===== config.mk =====
export PLATFORM = sky130hd
export DESIGN_NAME = i2c_step_master
export DESIGN_NICKNAME = d
export VERILOG_FILES = /design/src/rtl/i2c_step_master.sv
export SDC_FILE = /design/constraint.sdc
export NUM_CORES = 1
export LEC_CHECK = 0
export CORE_MARGIN = 10
export CORE_UTILIZATION = 65
export CTS_CLUSTER_SIZE = 16
export DETAILED_ROUTE_END_ITERATION = 6
export DONT_BUFFER_PORTS = 1
export GPL_ROUTABILITY_DRIVEN = 0
export PLACE_DENSITY = 0.92
export SYNTH_ARGS = -nofsm -noshare
export SYNTH_HDL_FRONTEND = slang
export SYNTH_SLANG_ARGS = --single-unit

===== constraint.sdc =====
create_clock -name clk -period 5.7 [get_ports clk]
set_clock_uncertainty 0.05 [all_clocks]
set_input_delay 0.57 -clock clk [delete_from_list [all_inputs] [get_ports clk]]
set_output_delay 0.57 -clock clk [all_outputs]
set_load 0.01 [all_outputs]

===== src/rtl/i2c_step_master.sv =====
module i2c_step_master #(
  parameter int DIV_W   = 8,
  parameter int DIV_RST = 4
) (
  input  logic       clk,
  input  logic       rst_n,
  input  logic       reg_wr,
  input  logic [2:0] reg_addr,
  input  logic [7:0] reg_wdata,
  output logic [7:0] reg_rdata,
  output logic       irq,
  output logic       scl_oe,
  output logic       sda_oe,
  input  logic       sda_in
);
  localparam logic [2:0] OP_START = 3'd0, OP_STOP = 3'd1, OP_TX = 3'd2, OP_RX = 3'd3,
                         OP_ACK = 3'd4, OP_NAK = 3'd5, OP_ACKRX = 3'd6;
  localparam logic [2:0] A_CTRL = 3'd0, A_TX = 3'd1, A_RX = 3'd2, A_STAT = 3'd3,
                         A_CFG = 3'd4, A_DIV = 3'd5;

  typedef enum logic [2:0] {S_IDLE, S_NOP, S_START, S_STOP, S_BIT, S_TAIL} st_t;

  st_t              st;
  logic [2:0]       op_q, cur_op, bitn;
  logic [1:0]       sub, sda_sync;
  logic             half, scl_q, sda_q;
  logic [7:0]       shreg, txbuf, rxbuf, load;
  logic             txe, ack_st, master_en, txe_ie;
  logic [DIV_W-1:0] div_q, cnt;

  wire [2:0] sel      = reg_wdata[2:0];
  wire       busy     = (st != S_IDLE);
  wire       wr_ctrl  = reg_wr && (reg_addr == A_CTRL);
  wire       accept   = wr_ctrl && reg_wdata[4] && !busy && master_en;
  wire       tick     = (cnt == '0);
  wire       in_bitop = (st == S_BIT) || (st == S_TAIL);
  wire       sda_s    = sda_sync[1];

  assign scl_oe = scl_q;
  assign sda_oe = sda_q;
  assign irq    = txe & txe_ie;

  always_comb begin
    case (sel)
      OP_TX:   load = txbuf;
      OP_ACK:  load = 8'h00;
      default: load = 8'hFF;
    endcase
  end

  always_comb begin
    case (reg_addr)
      A_CTRL:  reg_rdata = {3'b000, busy, 1'b0, op_q};
      A_TX:    reg_rdata = txbuf;
      A_RX:    reg_rdata = rxbuf;
      A_STAT:  reg_rdata = {6'b0, ack_st, txe};
      A_CFG:   reg_rdata = {6'b0, txe_ie, master_en};
      A_DIV:   reg_rdata = 8'(div_q);
      default: reg_rdata = 8'h00;
    endcase
  end

  always_ff @(posedge clk or negedge rst_n) begin
    if (!rst_n) sda_sync <= 2'b11;
    else        sda_sync <= {sda_sync[0], sda_in};
  end

  always_ff @(posedge clk or negedge rst_n) begin
    if (!rst_n) begin
      op_q      <= OP_START;
      txbuf     <= 8'h00;
      master_en <= 1'b0;
      txe_ie    <= 1'b0;
      div_q     <= DIV_W'(DIV_RST);
      txe       <= 1'b0;
    end else begin
      if (reg_wr) begin
        case (reg_addr)
          A_CTRL: op_q <= reg_wdata[2:0];
          A_TX:   txbuf <= reg_wdata;
          A_CFG:  begin master_en <= reg_wdata[0]; txe_ie <= reg_wdata[1]; end
          A_DIV:  div_q <= reg_wdata[DIV_W-1:0];
          default: ;
        endcase
      end
      if (accept && sel == OP_TX)
        txe <= 1'b1;
      else if (reg_wr && reg_addr == A_STAT && reg_wdata[0])
        txe <= 1'b0;
    end
  end

  always_ff @(posedge clk or negedge rst_n) begin
    if (!rst_n) begin
      st     <= S_IDLE;
      cur_op <= OP_START;
      sub    <= 2'd0;
      half   <= 1'b0;
      bitn   <= 3'd0;
      shreg  <= 8'hFF;
      cnt    <= '0;
      scl_q  <= 1'b0;
      sda_q  <= 1'b0;
      rxbuf  <= 8'h00;
      ack_st <= 1'b0;
    end else if (accept) begin
      cur_op <= sel;
      cnt    <= div_q;
      sub    <= 2'd0;
      half   <= 1'b0;
      case (sel)
        OP_START: begin st <= S_START; scl_q <= 1'b1; end
        OP_STOP:  begin st <= S_STOP;  scl_q <= 1'b1; end
        OP_TX, OP_RX, OP_ACK, OP_NAK, OP_ACKRX: begin
          st    <= S_BIT;
          scl_q <= 1'b1;
          shreg <= load;
          bitn  <= (sel == OP_TX || sel == OP_RX) ? 3'd7 : 3'd0;
        end
        default: st <= S_NOP;
      endcase
    end else begin
      if (st != S_IDLE && st != S_NOP)
        cnt <= tick ? div_q : cnt - 1'b1;
      case (st)
        S_NOP: st <= S_IDLE;
        S_START: begin
          if (sub == 2'd0) sda_q <= 1'b0;
          if (tick) begin
            sub <= sub + 1'b1;
            case (sub)
              2'd0:    scl_q <= 1'b0;
              2'd1:    sda_q <= 1'b1;
              2'd2:    scl_q <= 1'b1;
              default: st <= S_IDLE;
            endcase
          end
        end
        S_STOP: begin
          if (sub == 2'd0) sda_q <= 1'b1;
          if (tick) begin
            sub <= sub + 1'b1;
            case (sub)
              2'd0:    scl_q <= 1'b0;
              2'd1:    sda_q <= 1'b0;
              default: st <= S_IDLE;
            endcase
          end
        end
        S_BIT: begin
          if (!half) sda_q <= ~shreg[7];
          if (tick) begin
            if (!half) begin
              half  <= 1'b1;
              scl_q <= 1'b0;
            end else begin
              half  <= 1'b0;
              scl_q <= 1'b1;
              shreg <= {shreg[6:0], sda_s};
              if (bitn == 3'd0) begin
                st <= S_TAIL;
                if (cur_op == OP_RX)    rxbuf  <= {shreg[6:0], sda_s};
                if (cur_op == OP_ACKRX) ack_st <= sda_s;
              end else begin
                bitn <= bitn - 1'b1;
              end
            end
          end
        end
        S_TAIL: if (tick) st <= S_IDLE;
        default: st <= S_IDLE;
      endcase
    end
  end
endmodule


# After elaboration in Yosys (flattened, before gate mapping)
# Index checks and enable logic that the tools add are counted.
[totals]
ff_bits = 63
inputBits = 15
output_inout_bits = 11
wordCells = 154
[classes]
n_addsub = 3
eq_ne = 34
n_mux = 54
bitwise_logic = 3
reduce_logical = 42
[op_table]
columns = ["cell", "count"]
rows = [
  ["$mux W8", 8],
  ["$mux W3", 16],
  ["$pmux W8 S6", 1],
  ["$eq A3 B3 Y1 const B", 8],
  ["$ne A3 B3 Y1 const B", 8],
  ["$eq A3 B2 Y1 const B", 7],
  ["$mux W1", 20],
  ["$pmux W8 S2", 1],
  ["$pmux W3 S4", 1],
  ["$reduce_and A2 Y1", 6],
  ["$reduce_and A6 Y1", 2],
  ["$reduce_bool A2 Y1", 6],
  ["$logic_not A3 Y1", 3],
  ["$pmux W3 S3", 1],
  ["$logic_and A1 B1 Y1", 8],
  ["$logic_not A8 Y1", 1],
  ["$reduce_and A8 Y1", 1],
  ["$sub A8 B1 Y8 const B", 1],
  ["$reduce_and A7 Y1", 1],
  ["$reduce_or A7 Y1", 1],
  ["$eq A3 B1 Y1 const B", 2],
  ["$mux W2", 3],
  ["$ne A2 B2 Y1 const B", 3],
  ["$pmux W1 S3", 2],
  ["22 further kinds", 25],
]

# Logic depth before layout (Yosys ltp)
# Gate-level depths: netlist (run 1).
[depth]
depth_word = 7
ltp_mapped = 9
ltp_nobuf = 7

# Worst setup path before layout (run 1)
# No wires, ideal clock.
[synth_path]
kind = "input to register"
from = "in reg_wdata[1]"
to = "reg shreg[0]"
setup_time_ps = 80
t_arrival_ps = 2312
slack_ps = 3258
path_stages = 8
path_buffers = 2
cell_sequence = "clkbuf_1 -> inv_1 -> ha_1 -> or2_2 -> a31oi_1 -> clkbuf_1 -> nand2_1 -> o21ai_0"
[synth_between]
elab_chain_cells = 4
elab_cells_between_ends = 11
[synth_lines]
columns = ["element", "line", "text"]
rows = [
  ["from (decl)", "9", "input logic [7:0] reg_wdata,"],
  ["$eq A3 B2 Y1 (tied with other cells)", "44, 111", ""],
  ["$reduce_or A5 Y1 / $pmux W8 S2 (equally long branches)", "111, 44", ""],
  ["$ne A2 B1 Y1 (no line) / $mux W8 (equally long branches)", "-", ""],
  ["$reduce_and A4 Y1 (no line) / $mux W8 (equally long branches)", "-", ""],
  ["to (signal assigned)", "117", "shreg <= load;"],
  ["to (signal assigned)", "159", "shreg <= {shreg[6:0], sda_s};"],
  ["to (decl)", "27", "logic [7:0] shreg, txbuf, rxbuf, load;"],
]
# Several ways; a longest one is shown, not always the timed one. The select of a mux whose other input is x is not followed.
# A chain may end at the register's enable or synchronous reset.

# Worst setup path after layout (run 1)
[layout_path]
from = "reg st[1]"
to = "reg cnt[4]"
[layout_between]
elab_chain_cells = 5
elab_cells_between_ends = 8
[layout_lines]
columns = ["element", "line", "text"]
rows = [
  ["from (decl)", "23", "st_t st;"],
  ["from (signal assigned)", "95", "st <= S_IDLE;"],
  ["from (signal assigned)", "112", "OP_START: begin st <= S_START; scl_q <= 1'b1; end"],
  ["from (signal assigned)", "113", "OP_STOP: begin st <= S_STOP; scl_q <= 1'b1; end"],
  ["$reduce_bool A3 Y1", "32, 123", ""],
  ["$logic_not A1 Y1", "34", "wire accept = wr_ctrl && reg_wdata[4] && !busy && master_en;"],
  ["$logic_and A1 B1 Y1 (2 in series)", "34", ""],
  ["$mux W8 / $reduce_bool A2 Y1 (equally long branches)", "-", ""],
  ["to (signal assigned)", "108", "cnt <= div_q;"],
  ["to (signal assigned)", "124", "cnt <= tick ? div_q : cnt - 1'b1;"],
  ["to (decl)", "29", "logic [DIV_W-1:0] div_q, cnt;"],
]
# Several ways; a longest one is shown, not always the timed one.

==> impl_metrics.tcl, run 1 <==
set metrics [dict create \
    io_buffers 0 \
    postRouteAntennaNets 0 \
    io_pins 26 \
    netSwitchingPower_mw 0.2503 \
    syn_inst 367 \
    clk_latency_ns 0.36 \
    dr.pass1.iters 4 \
    clockPowerShare 0.363 \
    synth.avg_cell_area_sq_um 9.877 \
    ir_drop_v 0.0002776 \
    clk_pin_slew_ns 0.08 \
    cp_max_fo 18 \
    cts_tree "built" \
    multi_input_area_sq_um 1877 \
    antenna_found_initial 0 \
    grt_pass1_vias 2812 \
    crit_path_end_kind "flip-flop" \
    yosysSeqAreaShare 0.4387 \
    power_mw 0.9503 \
    slew_headroom 0.2972 \
    start_util 0.6623 \
    drt-initial-drc-count 153 \
    cp_data_required_time_ns 5.95 \
    cap_violations 0 \
    cp_num_buf_inv 0 \
    cts_inserted_buffers 9 \
    p_int_mw 0.7000 \
    final_hold_viol_count 0 \
    status "complete, no violations" \
    dieArea_sq_um 8963 \
    syn-num-nets 394 \
    dp_cells 415 \
    asyncSetResetFlopFracSynth 1.000 \
    reg2reg_depth 5 \
    max_stage_delay_ns 0.86 \
    critical_path.slowest_cell "nor3b_2" \
    fmax_ghz 0.3607 \
    met3_usage 0.06582 \
    cts-root-buf "clkbuf_8" \
    setup_violations 0 \
    synth_edf_count 0 \
    busiest_layer "met2" \
    fin_nets 387 \
    p_seq_frac 0.540 \
    maxSlewViolCount 0 \
    p_per_area_nw_per_um2 247.6 \
    antenna_cells 0 \
    drc_errors 0 \
    cts_sinks 63 \
    timing.rr.start "st[1]$_DFFE_PN0P_" \
    ys_ff_latch 63 \
    cts_buffer_depth 2 \
    via_count 2810 \
    fin_crit_ns 2.773 \
    fp.coreArea_sq_um 5473 \
    grt_first_pass_wirelength_um 13780 \
    grt_util_met1 0.2330 \
    avgViaCountPerCell 6.430 \
    gr-usage-met2 0.3198 \
    yosysWarnings 0 \
    crit_path_start_kind "flip-flop" \
    cts_setup_buffers 0 \
    r2r_slack_ns 2.93 \
    p_leak_nw 1.652 \
    cp_data_arrival_time_ns 3.02 \
    die_height_um 94.68 \
    grt_use_total 0.1991 \
    syn2layout_area_growth_pct 5.868 \
    layout-drive-gt1-share 0.1863 \
    crit_type "flip-flop to flip-flop" \
    syn_area_sq_um 3625 \
    dp_slack_ns 2.880 \
    dp_hpwl_um 5827 \
    ff_latch_area_sq_um 1590 \
    synth_cell_types 57 \
    swShare 0.2634 \
    rsz0062_at_grt "false" \
    hold_path.class "input pin to async pin" \
    wl_per_cell_um 19.49 \
    num_rows 27 \
    finalWorstSetupSlack_ns 2.927 \
    holdWs_ns 0.01179 \
    grt_start_max_net_pins 53 \
    fin_cells 437 \
    cts-resized-gates 0 \
    path_cells "or3_4 > nor3b_2 > nor2_1 > a41oi_1 > o22a_1" \
    synthFlopType "dfrtp_1" \
    reg2reg_to "cnt[4]$_DFFE_PN0P_" \
    fin_setup_tns_ns 0 \
    n_fill_cell 406 \
    grt_overflow 0 \
    routed_wl_um 8519 \
    cp_top_family "simple AND/OR/NAND/NOR gates" \
    die_width_um 94.68 \
    share_comb_of_total_power 0.098 \
    tightest_slew_ns 1.054 \
    fin_crit_sh 0.4864 \
    htree_levels 3 \
]
-- synthesized netlist by cell type, drive strengths merged (2+ instances only) --
cell / number / area [sq um]
dfrtp: 52 / 1301
o21ai: 35 / 175.2
nand2: 34 / 127.6
mux2: 32 / 360.4
a21oi: 31 / 155.2
nor2: 24 / 90.09
clkbuf: 14 / 52.55
ha: 12 / 150.1
mux2i: 12 / 120.1
dfstp: 11 / 289.0
buf: 10 / 67.56
inv: 10 / 37.54
nor3: 10 / 55.05
or3b: 10 / 87.59
nand3: 8 / 40.04
nor2b: 7 / 43.79
nand3b: 5 / 50.05
nor4: 5 / 31.28
nand2b: 3 / 18.77
or2: 3 / 18.77
or3: 3 / 23.77
a22oi: 2 / 15.01
a31oi: 2 / 12.51
and2: 2 / 12.51
and3: 2 / 12.51
nor3b: 2 / 20.02
o211ai: 2 / 15.01
o221ai: 2 / 17.52
o2bb2ai: 2 / 17.52
o41ai: 2 / 17.52
xnor2: 2 / 17.52
-- power groups by stage --
stage | logic [mW] | registers (mW) | clock network [mW]
finish | 0.0927 | 0.513 | 0.345
global route | 0.102 | 0.516 | 0.361
CTS | 0.0910 | 0.512 | 0.347
detailed placement | 0.0789 | 0.520 | 0
global placement | 0.0757 | 0.519 | 0
floorplan | 0.0740 | 0.505 | 0
-- through the flow --
stage,instance area (sq um),util
after floorplan,3625,-
after global routing,3837,0.7012
after global placement,3595,0.6568
after CTS,3810,0.6962
final,3837,0.7012
after detailed placement,3595,0.6568
-- layout by cell type (no fill, tap or decap), types with 3 or more instances in the layout --
master and count:
nor2_1 24, a21oi_1 31, o21ai_1 3, nand2b_1 3, clkinv_2 3, nand3_1 8, mux2_2 22, or3b_2 9
nor2b_1 7, o21ai_0 32, inv_1 10, dfrtp_1 52, nand2_1 34, dfstp_2 11, clkbuf_8 10, ha_1 12
nor4_1 5, nand3b_1 4, mux2i_1 12, dlygate4sd3_1 4, mux2_1 10, nor3_1 9
-- logic make-up (layout without fill, tap and decap cells) --
logic type | count (synthesis) | after routing | share of synthesized area
AND/OR/NAND/NOR | 123 | 123 | 0.1912
AO/OA/AOI/OAI | 88 | 88 | 0.1415
flip-flops | 63 | 63 | 0.4387
multiplexers | 45 | 45 | 0.1388
buffers and inverters | 34 | 32 | 0.04349
adder cells (fa/ha/maj) | 12 | 12 | 0.04142
XOR/XNOR | 2 | 2 | 0.004833
-- routing by layer --
metal,part of all wire,vias up,wire [um]
met2,0.48,121,4084
met4,0.034,0,288
li1,-,1304,-
met5,0,-,0
met3,0.081,25,688
met1,0.41,1360,3457
-- worst register-to-register path, stage by stage (launching register included) --
cell     delay, ns
dfrtp_1       0.49
or3_4         0.47
nor3b_2       0.86
nor2_1        0.35
a41oi_1       0.34
o22a_1        0.16
-- timing repair --
item | 4_1_cts | 5_1_grt
endpoints found under the setup margin | 0 | 0
endpoints found under the hold margin | 52 | 5
hold buffers | 3 | 2
-- cell type report --
type	count	area share
Multi-Input combinational cell	270	0.4891
Clock inverter	4	0.005869
Inverter	10	0.009782
Tap cell	72	0.02348
Clock buffer	12	0.03782
Timing Repair Buffer	6	0.01956
Sequential cell	63	0.4144
-- registers in the layout, indices dropped and copies added, names as in the netlist, named ones only --
name / count
cur_op: 3
txe_ie: 1
txe: 1
cnt: 8
st: 3
scl_oe: 1
div_q: 8
op_q: 3
master_en: 1
rxbuf: 8
sda_sync: 2
txbuf: 8
half: 1
shreg: 8
bitn: 3
sub: 2
ack_st: 1
-- how the worst max path moves through the flow --
stage | from | to | cells after the start
after floorplan | reg_wdata[1] | shreg[0]$_DFFE_PN1P_ | 8
after global placement | reg_addr[1] | cnt[2]$_DFFE_PN0P_ | 5
after detailed placement | reg_addr[1] | cnt[4]$_DFFE_PN0P_ | 5
after CTS | st[1]$_DFFE_PN0P_ | cnt[4]$_DFFE_PN0P_ | 5
after global routing | st[1]$_DFFE_PN0P_ | cnt[7]$_DFFE_PN0P_ | 5
final | st[1]$_DFFE_PN0P_ | cnt[4]$_DFFE_PN0P_ | 5
(Power assumes the default switching activity.)
==> run 2, diff against run 1 <==
- ABC_AREA: unset -> 1
- CORE_UTILIZATION: 65 -> 58
- PLACE_DENSITY: 0.92 -> 0.87
- clock period: 5.7 -> 2.3 ns (I/O delays scaled with it)
==> run 2 against run 1 <==
  * Cell count grew 32%
  * Critical path depth increased by 3
  * Maximum frequency up 44%
  * Routed wire length up 2.7%
  * Synthesized cell count grew 33%
  * Non-clock buffer count increased by 1
  * Core utilization down 6.1 points
  * Critical path type unchanged
  * Flip-flop and latch count unchanged
  * Sequential share of layout area decreased by 2.1 points
  * Synthesized area grew 3.3%
  * First-iteration DRC count rose by 70%
  * Die area increased by 12%
==> impl_metrics.tcl, run 2 <==
set metrics [dict create \
    status "complete, no violations" \
    antenna_found_initial 0 \
    synth_cell_types 38 \
    cts_sinks 63 \
    synth.avg_cell_area_sq_um 7.687 \
    fmax_ghz 0.5206 \
    dr.pass1.iters 6 \
    dp_hpwl_um 6334 \
    min_delay_path_depth 2 \
    n_fill_cell 543 \
    cts_hold_buf 5 \
    syn_inst 487 \
    final_common_cell "nand2_1" \
    avgViaCountPerCell 5.718 \
    reg2reg_depth 8 \
    synth-adder-area-share 0.04011 \
    syn-num-nets 514 \
    tightest_slew_ns 0.5336 \
    io_buffers 0 \
    synth_area_leaders "dfrtp_1 (35%), nand2_1 (16%), dfstp_2 (7.7%), inv_1 (5.7%), o21ai_0 (5.5%)" \
    yosysWarnings 0 \
    fin_setup_tns_ns 0 \
    postRouteAntennaNets 0 \
    maxSlewViolCount 0 \
    dieArea_sq_um 10070 \
    cp_data_required_time_ns 2.48 \
    slew_headroom 0.6424 \
    cts_buffer_depth 2 \
    grt_pass1_vias 3228 \
    fin_nets 523 \
    ir_drop_v 0.0005088 \
    cts_setup_buffers 0 \
    asyncSetResetFlopFracSynth 1.000 \
    critical_path.slowest_cell "dfrtp_1" \
    grt_start_max_net_pins 64 \
    setup_violations 0 \
    drt-initial-drc-count 260 \
    yosys.area_share.simple 0.3122 \
    cap_violations 0 \
    cp_data_arrival_time_ns 2.10 \
    r2r_slack_ns 0.38 \
    final_hold_viol_count 0 \
    most-common-layout-cells "nand2_1 (161), inv_1 (57), dfrtp_1 (52)" \
    cts_inserted_buffers 9 \
    cp_max_fo 19 \
    synth_top_family_by_area "simple AND/OR/NAND/NOR gates" \
    wl_per_cell_um 15.16 \
    crit_path_start_kind "flip-flop" \
    muxShareOfSynthArea 0 \
    synth_edf_count 0 \
    power_mw 3.167 \
    drc_errors 0 \
    fin_crit_ns 1.921 \
    num_rows 29 \
    min_from "reg_wdata[4]" \
    p_per_area_nw_per_um2 783.2 \
    clk_latency_ns 0.33 \
    grt_first_pass_wirelength_um 15120 \
    grt_overflow 0 \
    die_height_um 100.3 \
    synth_compound_area_frac 0.1320 \
    yosysMostFrequentCell "nand2_1" \
    start_util 0.5929 \
    placed_cell_area_sq_um 3780 \
    cts-resized-gates 0 \
    antenna_cells 0 \
    syn_area_sq_um 3744 \
    layout-drive-gt1-share 0.1300 \
    rsz0062_at_grt "false" \
    reg2reg_to "cnt[2]$_DFFE_PN0P_" \
    crit_path_end_kind "flip-flop" \
    htree_levels 3 \
    syn2layout_area_growth_pct 8.021 \
    cts-root-buf "clkbuf_8" \
    synth_top_area_share 0.3476 \
    crit_type "flip-flop to flip-flop" \
    max_stage_delay_ns 0.48 \
    min_to "div_q[4]$_DFFE_PN0P_" \
    utilization 0.6405 \
    hold_path.class "input pin to flip-flop" \
    synthFlopType "dfrtp_1" \
    io_pins 26 \
    synth-xor-area-share 0.007019 \
    routed_wl_um 8750 \
    fp.coreArea_sq_um 6314 \
    clk_pin_slew_ns 0.07 \
    design_area_sq_um 4044 \
    synth_commonest_cells "nand2_1 (161), inv_1 (57), dfrtp_1 (52)" \
    cts_tree "built" \
    timing.rr.start "st[1]$_DFFE_PN0P_" \
    fin_crit_sh 0.8352 \
    via_count 3299 \
    die_width_um 100.3 \
    p_leak_nw 2.072 \
    yosysSeqAreaShare 0.4248 \
    synth_area_leader_cell "dfrtp_1" \
    grt_use_total 0.1824 \
    path_cells "nor2_4 > nand2_4 > nor2_4 > nand2_4 > nand2_1 > o21ai_0 > nand2_1 > o21ai_1" \
    ys_ff_latch 63 \
]
-- run 2: logic make-up (layout without fill, tap and decap cells) --
group	count (synthesis)	count (layout)
AOI/OAI and AO/OA	81	81
and+or+nand+nor	256	256
DFF	63	63
xor gates and xnor gates	3	3
buffers and inverters	72	85
adders and majority gates	12	12
-- run 2: through the flow --
| step | setup slack, ns | instances | hold slack (ns) |
|---|---|---|---|
| final | 0.3790 | 577 | 0.01531 |
| after global routing | 0.1466 | 577 | 0.01107 |
| after CTS | 0.3756 | 577 | 0.002449 |
| after detailed placement | 0.3941 | 557 | -0.1126 |
| after global placement | 0.4599 | 557 | -0.1128 |
| after floorplan | 0.6409 | 487 | -0.1156 |
-- run 2: power by group --
| group | total, mW | switching (mW) | internal, mW |
|---|---|---|---|
| sequential | 1.45 | 0.166 | 1.28 |
| clock | 0.966 | 0.443 | 0.524 |
| combinational | 0.752 | 0.502 | 0.250 |
-- run 2: worst max path at each step --
| stage | start | depth (start not counted) | end |
|---|---|---|---|
| 2_1_floorplan | cnt[0]$_DFFE_PN0P_ | 10 | rxbuf[6]$_DFFE_PN0P_ |
| 3_3_place_gp | cnt[0]$_DFFE_PN0P_ | 9 | rxbuf[6]$_DFFE_PN0P_ |
| 3_5_place_dp | cnt[0]$_DFFE_PN0P_ | 9 | rxbuf[3]$_DFFE_PN0P_ |
| 4_1_cts | cnt[0]$_DFFE_PN0P_ | 9 | rxbuf[3]$_DFFE_PN0P_ |
| 5_1_grt | cnt[0]$_DFFE_PN0P_ | 9 | rxbuf[3]$_DFFE_PN0P_ |
| 6_report | st[1]$_DFFE_PN0P_ | 8 | cnt[2]$_DFFE_PN0P_ |
-- run 2: layout make-up --
class | instances | area (sq um) | area share
timing repair buffer | 7 | 82.58 | 0.02042
clock inverter | 5 | 58.81 | 0.01454
tap | 77 | 96.34 | 0.02382
sequential | 63 | 1590 | 0.3933
clock buffer | 10 | 137.6 | 0.03403
inverter | 63 | 239.0 | 0.05910
multi-input combinational | 352 | 1839 | 0.4548
-- run 2: critical path: cells and delay by family (launching register included) --
family / cells / cell delay [ns]
AO/OA/AOI/OAI: 2 / 0.22
flip-flops: 1 / 0.48
AND/OR/NAND/NOR: 6 / 1.05
-- run 2: metal layers --
metal	share of wire	GRT usage	vias up
met5	0	0	-
met4	0.019	0.06630	0
met3	0.060	0.04258	13
met2	0.50	0.3066	104
met1	0.42	0.2221	1590
li1	-	-	1592
